===== config.mk =====
export PLATFORM = sky130hd
export DESIGN_NAME = pt_walker
export DESIGN_NICKNAME = d
export VERILOG_FILES = /design/src/rtl/ptw_pkg.sv /design/src/rtl/ptw_addr_gen.sv /design/src/rtl/ptw_pte_check.sv /design/src/rtl/ptw_fsm.sv /design/src/rtl/pt_walker.sv
export SDC_FILE = /design/constraint.sdc
export NUM_CORES = 1
export LEC_CHECK = 0
export BUFFER_PORTS_ARGS = -buffer_cell sky130_fd_sc_hd__buf_2
export CAP_MARGIN = 20
export CORE_ASPECT_RATIO = 0.8
export CORE_MARGIN = 2
export CORE_UTILIZATION = 42
export DETAILED_ROUTE_END_ITERATION = 12
export PLACE_DENSITY = 0.67
export SYNTH_ARGS = -nofsm -noshare
export SYNTH_HDL_FRONTEND = slang
export SYNTH_SLANG_ARGS = --single-unit

===== constraint.sdc =====
create_clock -name clk -period 2.7 [get_ports clk]
set_input_delay 0.27 -clock clk [delete_from_list [all_inputs] [get_ports clk]]
set_output_delay 0.27 -clock clk [all_outputs]
set_load 0.05 [all_outputs]

===== src/rtl/ptw_pkg.sv =====
package ptw_pkg;

  localparam int unsigned PTW_VA_W      = 32;
  localparam int unsigned PTW_OFF_W     = 12;
  localparam int unsigned PTW_IDX_W     = 10;
  localparam int unsigned PTW_PTE_W     = 32;
  localparam int unsigned PTW_PTE_LG    = 2;
  localparam int unsigned PTW_FRAME_W   = PTW_VA_W - PTW_OFF_W;

  typedef enum logic [2:0] {
    ST_IDLE,
    ST_READ_L1,
    ST_WAIT_L1,
    ST_READ_L2,
    ST_WAIT_L2,
    ST_DONE,
    ST_FAULT
  } walk_state_e;

  localparam logic [1:0] LVL_NONE  = 2'd0;
  localparam logic [1:0] LVL_OUTER = 2'd1;
  localparam logic [1:0] LVL_INNER = 2'd2;

endpackage


===== src/rtl/ptw_addr_gen.sv =====
module ptw_addr_gen #(
  parameter int unsigned VA_W   = ptw_pkg::PTW_VA_W,
  parameter int unsigned OFF_W  = ptw_pkg::PTW_OFF_W,
  parameter int unsigned IDX_W  = ptw_pkg::PTW_IDX_W,
  parameter int unsigned PTE_LG = ptw_pkg::PTW_PTE_LG,
  localparam int unsigned FRAME_W = VA_W - OFF_W
) (
  input  logic [VA_W-1:0]    vaddr,
  input  logic [VA_W-1:0]    root,
  input  logic [FRAME_W-1:0] outer_frame,
  input  logic               sel_inner,
  output logic [VA_W-1:0]    tbl_addr
);

  // Index fields: outer index at the top, inner index just above the offset.
  logic [IDX_W-1:0] outer_idx;
  logic [IDX_W-1:0] inner_idx;
  logic [VA_W-1:0]  outer_addr;
  logic [VA_W-1:0]  inner_addr;

  assign outer_idx = vaddr[VA_W-1 -: IDX_W];
  assign inner_idx = vaddr[OFF_W +: IDX_W];

  // Outer entry: table root plus scaled index (full add, root is arbitrary).
  assign outer_addr = root + (VA_W'(outer_idx) << PTE_LG);

  // Inner entry: page named by the outer entry; the scaled index fits in
  // the page, so the add reduces to a concatenation in hardware.
  assign inner_addr = {outer_frame, {OFF_W{1'b0}}} + (VA_W'(inner_idx) << PTE_LG);

  assign tbl_addr = sel_inner ? inner_addr : outer_addr;

endmodule


===== src/rtl/ptw_pte_check.sv =====
module ptw_pte_check #(
  parameter int unsigned PTE_W   = ptw_pkg::PTW_PTE_W,
  parameter int unsigned FRAME_W = ptw_pkg::PTW_FRAME_W
) (
  input  logic [PTE_W-1:0]   entry,
  input  logic               is_leaf,
  input  logic               is_write,
  output logic [FRAME_W-1:0] frame,
  output logic               bad
);

  localparam int unsigned VLD_BIT = PTE_W - 1;
  localparam int unsigned WR_BIT  = PTE_W - 2;

  logic present;
  logic no_write;

  assign present  = entry[VLD_BIT];
  // Write permission only matters on the leaf.
  assign no_write = is_leaf & is_write & ~entry[WR_BIT];
  assign bad      = ~present | no_write;
  assign frame    = entry[FRAME_W-1:0];

endmodule


===== src/rtl/ptw_fsm.sv =====
module ptw_fsm
  import ptw_pkg::*;
(
  input  logic        clk,
  input  logic        rst_n,
  input  logic        req_valid,
  input  logic        mem_req_ready,
  input  logic        mem_rsp_valid,
  input  logic        pte_bad,
  output walk_state_e state_q,
  output logic        accept,
  output logic        outer_take,
  output logic        leaf_take,
  output logic        fault_take
);

  walk_state_e state_d;

  always_comb begin
    state_d    = state_q;
    accept     = 1'b0;
    outer_take = 1'b0;
    leaf_take  = 1'b0;
    fault_take = 1'b0;
    unique case (state_q)
      ST_IDLE: begin
        if (req_valid) begin
          accept  = 1'b1;
          state_d = ST_READ_L1;
        end
      end
      ST_READ_L1: begin
        if (mem_req_ready) state_d = ST_WAIT_L1;
      end
      ST_WAIT_L1: begin
        if (mem_rsp_valid) begin
          if (pte_bad) begin
            fault_take = 1'b1;
            state_d    = ST_FAULT;
          end else begin
            outer_take = 1'b1;
            state_d    = ST_READ_L2;
          end
        end
      end
      ST_READ_L2: begin
        if (mem_req_ready) state_d = ST_WAIT_L2;
      end
      ST_WAIT_L2: begin
        if (mem_rsp_valid) begin
          if (pte_bad) begin
            fault_take = 1'b1;
            state_d    = ST_FAULT;
          end else begin
            leaf_take = 1'b1;
            state_d   = ST_DONE;
          end
        end
      end
      ST_DONE, ST_FAULT: state_d = ST_IDLE;
      default:           state_d = ST_IDLE;
    endcase
  end

  always_ff @(posedge clk or negedge rst_n) begin
    if (!rst_n) state_q <= ST_IDLE;
    else        state_q <= state_d;
  end

  // the inner read is only entered from a valid outer response.
  p_inner_after_outer_r6: assert property (@(posedge clk) disable iff (!rst_n)
    (state_q == ST_READ_L2) |->
      ($past(state_q) == ST_WAIT_L1 || $past(state_q) == ST_READ_L2));

endmodule


===== src/rtl/pt_walker.sv =====
module pt_walker
  import ptw_pkg::*;
#(
  parameter int unsigned VA_W   = PTW_VA_W,
  parameter int unsigned OFF_W  = PTW_OFF_W,
  parameter int unsigned IDX_W  = PTW_IDX_W,
  parameter int unsigned PTE_W  = PTW_PTE_W,
  parameter int unsigned PTE_LG = PTW_PTE_LG
) (
  input  logic            clk,
  input  logic            rst_n,
  input  logic            req_valid,
  output logic            req_ready,
  input  logic [VA_W-1:0] req_vaddr,
  input  logic            req_write,
  input  logic [VA_W-1:0] root_base,
  output logic            mem_req_valid,
  input  logic            mem_req_ready,
  output logic [VA_W-1:0] mem_req_addr,
  input  logic            mem_rsp_valid,
  input  logic [PTE_W-1:0] mem_rsp_data,
  output logic            rsp_valid,
  output logic            rsp_fault,
  output logic [1:0]      rsp_fault_level,
  output logic [VA_W-1:0] rsp_paddr
);

  localparam int unsigned FRAME_W = VA_W - OFF_W;

  walk_state_e       state_q;
  logic              accept;
  logic              outer_take;
  logic              leaf_take;
  logic              fault_take;
  logic              pte_bad;
  logic [FRAME_W-1:0] pte_frame;
  logic              in_inner;
  logic              in_wait;

  logic [VA_W-1:0]    vaddr_q;
  logic [VA_W-1:0]    root_q;
  logic               write_q;
  logic [FRAME_W-1:0] outer_frame_q;
  logic [VA_W-1:0]    paddr_q;
  logic [1:0]         fault_lvl_q;

  ptw_fsm u_fsm (
    .clk           (clk),
    .rst_n         (rst_n),
    .req_valid     (req_valid),
    .mem_req_ready (mem_req_ready),
    .mem_rsp_valid (mem_rsp_valid),
    .pte_bad       (pte_bad),
    .state_q       (state_q),
    .accept        (accept),
    .outer_take    (outer_take),
    .leaf_take     (leaf_take),
    .fault_take    (fault_take)
  );

  assign in_inner = (state_q == ST_READ_L2) || (state_q == ST_WAIT_L2);
  assign in_wait  = (state_q == ST_WAIT_L1) || (state_q == ST_WAIT_L2);

  ptw_addr_gen #(
    .VA_W   (VA_W),
    .OFF_W  (OFF_W),
    .IDX_W  (IDX_W),
    .PTE_LG (PTE_LG)
  ) u_addr (
    .vaddr       (vaddr_q),
    .root        (root_q),
    .outer_frame (outer_frame_q),
    .sel_inner   (in_inner),
    .tbl_addr    (mem_req_addr)
  );

  ptw_pte_check #(
    .PTE_W   (PTE_W),
    .FRAME_W (FRAME_W)
  ) u_pte (
    .entry    (mem_rsp_data),
    .is_leaf  (state_q == ST_WAIT_L2),
    .is_write (write_q),
    .frame    (pte_frame),
    .bad      (pte_bad)
  );

  // Request capture, enabled on acceptance only.
  always_ff @(posedge clk or negedge rst_n) begin
    if (!rst_n) begin
      vaddr_q <= '0;
      root_q  <= '0;
      write_q <= 1'b0;
    end else if (accept) begin
      vaddr_q <= req_vaddr;
      root_q  <= root_base;
      write_q <= req_write;
    end
  end

  // Outer entry frame, enabled on a valid outer response.
  always_ff @(posedge clk or negedge rst_n) begin
    if (!rst_n)          outer_frame_q <= '0;
    else if (outer_take) outer_frame_q <= pte_frame;
  end

  // Result registers.
  always_ff @(posedge clk or negedge rst_n) begin
    if (!rst_n)         paddr_q <= '0;
    else if (leaf_take) paddr_q <= {pte_frame, vaddr_q[OFF_W-1:0]};
  end

  always_ff @(posedge clk or negedge rst_n) begin
    if (!rst_n) begin
      fault_lvl_q <= LVL_NONE;
    end else if (accept) begin
      fault_lvl_q <= LVL_NONE;
    end else if (fault_take) begin
      fault_lvl_q <= in_inner ? LVL_INNER : LVL_OUTER;
    end
  end

  assign req_ready       = (state_q == ST_IDLE);
  assign mem_req_valid   = (state_q == ST_READ_L1) || (state_q == ST_READ_L2);
  assign rsp_valid       = (state_q == ST_DONE) || (state_q == ST_FAULT);
  assign rsp_fault       = (state_q == ST_FAULT);
  assign rsp_fault_level = (state_q == ST_FAULT) ? fault_lvl_q : LVL_NONE;
  assign rsp_paddr       = (state_q == ST_DONE) ? paddr_q : '0;

  // a pending table read keeps its address until taken.
  p_read_held_r4: assert property (@(posedge clk) disable iff (!rst_n)
    (mem_req_valid && !mem_req_ready) |=> (mem_req_valid && $stable(mem_req_addr)));

  // latched request cannot change while the walker is busy.
  p_busy_ignores_req_r2: assert property (@(posedge clk) disable iff (!rst_n)
    !req_ready |=> $stable(vaddr_q));

  // the offset passes through untouched.
  p_offset_kept_r9: assert property (@(posedge clk) disable iff (!rst_n)
    (rsp_valid && !rsp_fault) |-> (rsp_paddr[OFF_W-1:0] == vaddr_q[OFF_W-1:0]));

  // a fault always names a real level.
  p_fault_level_r5: assert property (@(posedge clk) disable iff (!rst_n)
    rsp_fault |-> (rsp_fault_level == LVL_OUTER || rsp_fault_level == LVL_INNER));

  // the result is a single-cycle pulse followed by readiness.
  p_result_pulse_r10: assert property (@(posedge clk) disable iff (!rst_n)
    rsp_valid |=> (!rsp_valid && req_ready));

  // no response is consumed outside a wait state.
  p_idle_no_read_r11: assert property (@(posedge clk) disable iff (!rst_n)
    (req_ready && !req_valid) |=> req_ready);

endmodule


Word level (Yosys, flattened, before mapping)
Cells that the tools add are included.
{"block": "word_totals", "reg_bits": 122, "latch_bits": 0, "ram_bits": 0, "romBits": 0, "input_bits": 102, "output_inout_bits": 70, "word_cells": 55, "memories": 0}
{"block": "classes", "addsub": 2, "multipliers": 0, "div": 0, "n_lt_le_gt_ge": 0, "eq_ne": 11, "shift": 0, "muxes": 23, "n_bitwise": 5, "reduce_logical": 7}
{"op": "adder 32 x 12 -> 32 bit", "n": 2}
{"op": "two-way mux 32 bit", "n": 2}
{"op": "two-way mux 3 bit", "n": 6}
{"op": "one-hot mux 3 bit (5 select lines)", "n": 1}
{"op": "two-way mux 2 bit", "n": 5}
{"op": "!= test 2 bit, second input constant", "n": 5}
{"op": "== test 3 bit, second input constant", "n": 3}
{"op": "two-way mux 1 bit", "n": 9}
{"op": "== test 3 x 2 -> 1 bit, second input constant", "n": 2}
{"op": "AND reduction 5 bit", "n": 1}
{"op": "== test 3 x 1 -> 1 bit, second input constant", "n": 1}
{"op": "logical NOT 3 bit", "n": 1}
{"op": "logical OR 1 bit", "n": 3}
{"op": "bitwise AND 1 bit", "n": 2}
{"op": "NOT 1 bit", "n": 2}
{"op": "nonzero test 2 bit", "n": 1}
{"op": "OR reduction 2 bit", "n": 1}
{"op": "bitwise OR 1 bit", "n": 1}

Logic depth before layout (Yosys ltp)
{"block": "logic_depth", "word_depth": 9, "ltp_mapped": 8, "mapped_depth_nobuf": 8}

Hierarchy
Synthesis repeated with hierarchy kept, for this count alone.
{"block": "hier_totals", "hier_cells": 571, "hier_area_um2": 6571.3}
{"module": "pt_walker", "instances": 1, "cells_per_inst": 303, "area_per_inst_um2": 4732.0, "seq_area_each_um2": 2977.9}
{"module": "ptw_addr_gen", "instances": 1, "cells_per_inst": 212, "area_per_inst_um2": 1371.3, "seq_area_each_um2": 0.0}
{"module": "ptw_fsm", "instances": 1, "cells_per_inst": 34, "area_per_inst_um2": 305.3, "seq_area_each_um2": 75.1}
{"module": "ptw_pte_check", "instances": 1, "cells_per_inst": 22, "area_per_inst_um2": 162.7, "seq_area_each_um2": 0.0}

Worst setup path before layout
Ideal clock, no wire load.
{"block": "synth_path", "path_kind": "register to output", "from": "register root_q[2]", "to": "output port mem_req_addr[10]", "t_arrival_ns": 2.899, "required_time_ns": 2.430, "slack_ns": -0.469, "path_stages_with_launch": 9, "path_buffers": 0, "path_cell_list": "dfrtp_1 > ha_1 > fa_1 > a21o_2 > a31oi_2 > or2_1 > nand2_1 > xnor2_1 > o21ai_0"}
{"block": "synth_between", "elab_chain_cells": 2}
{"element": "start: declaration", "line": "pt_walker.sv:41", "rtl": "logic [VA_W-1:0] root_q;"}
{"element": "start signal: assignment", "line": "pt_walker.sv:96", "rtl": "root_q <= root_base;"}
{"element": "adder 32 x 12 -> 32 bit", "line": "ptw_addr_gen.sv:25", "rtl": "assign outer_addr = root + (VA_W'(outer_idx) << PTE_LG);"}
{"element": "two-way mux 32 bit", "line": "ptw_addr_gen.sv:31", "rtl": "assign tbl_addr = sel_inner ? inner_addr : outer_addr;"}
{"element": "end: declaration", "line": "pt_walker.sv:19", "rtl": "output logic [VA_W-1:0] mem_req_addr,"}
Every way passes these cells.

Final worst setup path
{"block": "layout_path", "from": "register vaddr_q[22]", "to": "output port mem_req_addr[26]"}
{"block": "layout_between", "elab_chain_cells": 2}
{"element": "start: declaration", "line": "pt_walker.sv:40", "rtl": "logic [VA_W-1:0] vaddr_q;"}
{"element": "start signal: assignment", "line": "pt_walker.sv:95", "rtl": "vaddr_q <= req_vaddr;"}
{"element": "adder 32 x 12 -> 32 bit", "line": "ptw_addr_gen.sv:25"}
{"element": "two-way mux 32 bit", "line": "ptw_addr_gen.sv:31"}
Every way passes these cells.

==> impl_metrics.ini <==
[run_status]
status = finished with violations
violations = negative setup slack

[drt]
firstDrtPassIters = 4
initialDrtViolationCount = 230
vias = 4833
vias_per_cell = 5.25
drt-total-wl_um = 15900
ant_nets = 0
drc = 0
wl_per_cell_um = 17.3

[yosys]
syn_area_per_cell_um2 = 11.6
yosysTopAreaCell = dfrtp_1
ys_types = 54
syn_area_um2 = 6140
synth_flop_cell = dfrtp_1
async_flop_share = 1.00
synth_edf_count = 0
ys_top_cells_by_area = dfrtp_1 (50%), mux2_2 (20%), and2_1 (4.2%), nand2_1 (2.8%), ha_1 (2.0%)
synth_top_area_frac = 0.498
synth_seq_area_share = 0.498
ys_ff_latch = 122
yosys_warnings = 0
syn_nets = 642
syn_inst = 529

[place]
gp_congestion = 0.791
dp.cells = 880
place_hpwl_um = 11200
dpl_cell_area_um2 = 7450
portBuffers = 161

[setup_path]
crit_type = flop to primary output
reg2reg_depth = 5
crit_arrival_ns = 2.74
max_stage_delay_ns = 0.39
crit_chain = ha_4 -> fa_2 -> a21o_4 -> a31oi_4 -> nor4_4 -> o211ai_2 -> or3_1 -> a31oi_2 -> buf_6
r2r-end = vaddr_q[29]$_DFFE_PN0P_
endpoint_kind = primary output
crit_family = simple AND/OR/NAND/NOR gates
r2r-start = u_fsm.state_q[0]$_DFFE_PN0P_
cp-start-kind = flop
crit_required_ns = 2.43
path_buf_inv = 1
cp_max_fo = 5
rrSetupSlack_ns = 0.63
cp_slowest_cell = dfrtp_1

[global_routing]
grt_use_total = 0.204
grt_pass1_vias = 4977
grt_max_degree = 64
grt_pass1_wl_um = 25300
grt_overflow = 0
antenna_found_initial = 0

[run]
maxCapViolCount = 0

[clock_tree]
cts.sinks = 122
cts-htree-levels = 4
cts_inserted_buffers = 17
cts.path.max_buffers = 2
path_clk_slew_ns = 0.05
cts_root_buf = clkbuf_16
cts_tree = done
insertion_delay_ns = 0.41

[sta]
period_needed_ns = 3.01
relSlewSlack = 0.436
hold_violations = 0
setup_viol = 22
fmax_mhz = 332
post-route-period-util = 1.12
rsz0062_at_grt = yes
fin_ws_ns = -0.312
worst_pin_slew_ns = 0.846
slew_violations = 0
clock_skew_ns = 0.00464
final.setup.tns_ns = -4.56

[worst_hold_path]
hold_class = input port to flop
hold_start = root_base[12]
whs_path_depth = 3
min_to = root_q[12]$_DFFE_PN0P_

[die]
std_cell_rows = 39
die_y_um = 112
num_io_pins = 172
die_x_um = 139
die-area_um2 = 15600
core_region_area_um2 = 14300
initial_core_util = 0.429

[final_layout]
syn_to_final_growth_pct = 41.7
final_common_cell = buf_2
design_area_um2 = 8700
drive_gt1_frac = 0.563
final_nets = 837
stdcell_count = 920
most-common-layout-cells = buf_2 (136), dfrtp_1 (119), mux2_2 (111), nand2_1 (41), and2_1 (39)
antennaDiodeCount = 0
==> kinds of logic after synthesis <==
kind of cell | share of synthesized area
buffers and inverters | 0.0218
XOR/XNOR | 0.0285
multiplexers | 0.214
AND/OR/NAND/NOR | 0.127
adder cells (fa/ha/maj) | 0.0237
AO/OA/AOI/OAI | 0.0871
flip-flops | 0.498
==> per-layer routing <==
layer  GRT usage  up-vias  part of all wire
met1       0.271     2424              0.44
met3      0.0572       15             0.051
met5           0        -                 0
li1            -     2275                 -
met2       0.334      119              0.50
met4      0.0532        0             0.011
==> layout make-up <==
type / instances / area (um^2)
tap: 184 / 230
clock inverter: 8 / 115
sequential: 122 / 3060
timing repair buffer: 202 / 1370
clock buffer: 23 / 498
inverter: 4 / 15.0
multi-input combinational: 377 / 3410
fill: 1145 / 5600
==> worst register-to-register path: stages, from the launching register on <==
cell	delay, ns
dfrtp_1	0.37
buf_4	0.19
nor3_2	0.20
and2_2	0.53
buf_12	0.28
mux2_2	0.37
==> how the worst max path moves through the flow <==
stage                       startpoint          endpoint  slack (ns)  cells past startpoint
5_1_grt        vaddr_q[28]$_DFFE_PN0P_  mem_req_addr[26]       -0.39                      8
3_5_place_dp     root_q[2]$_DFFE_PN0P_  mem_req_addr[26]       -0.09                      9
2_1_floorplan    root_q[2]$_DFFE_PN0P_  mem_req_addr[10]       -0.09                      8
4_1_cts        vaddr_q[22]$_DFFE_PN0P_  mem_req_addr[12]       -0.33                      9
6_report       vaddr_q[22]$_DFFE_PN0P_  mem_req_addr[26]       -0.31                      9
3_3_place_gp     root_q[2]$_DFFE_PN0P_  mem_req_addr[26]        -0.1                      9
==> through the flow <==
stage,util,hold WS [ns],setup slack [ns]
3_3_place_gp,0.521,0.419,-0.0978
6_report,0.608,0.0728,-0.312
2_1_floorplan,-,-0.0256,-0.0917
4_1_cts,0.592,0.0570,-0.333
3_5_place_dp,0.521,0.428,-0.0904
5_1_grt,0.608,0.0758,-0.392
==> Yosys cell counts, types with 8 or more instances <==
cell and count:
a21oi_1 15, and2_1 41, buf_2 8, clkbuf_1 15, dfrtp_1 122, ha_1 10
mux2_2 111, nand2_1 46, nand3_1 8, nor2_1 15, o21ai_0 22, o21ai_1 13
xnor2_1 8, xor2_1 12
==> flip-flops by register name, summed over array words and instances (netlist names) <==
| name | flops |
|---|---|
| vaddr_q | 32 |
| u_fsm.state_q | 3 |
| fault_lvl_q | 2 |
| root_q | 32 |
| outer_frame_q | 20 |
| write_q | 1 |
| paddr_q | 32 |
==> timing repair <==
item	4_1_cts	5_1_grt
setup buffers	7	3
endpoints found under the hold margin	40	0
gates resized for setup	84	41
hold buffers	1	0
pin swaps	33	28
setup endpoints to repair	25	29
Power is left out: the tool's default activity adds up to more than one toggle a clock period on the data nets, which glitch-free logic cannot reach.
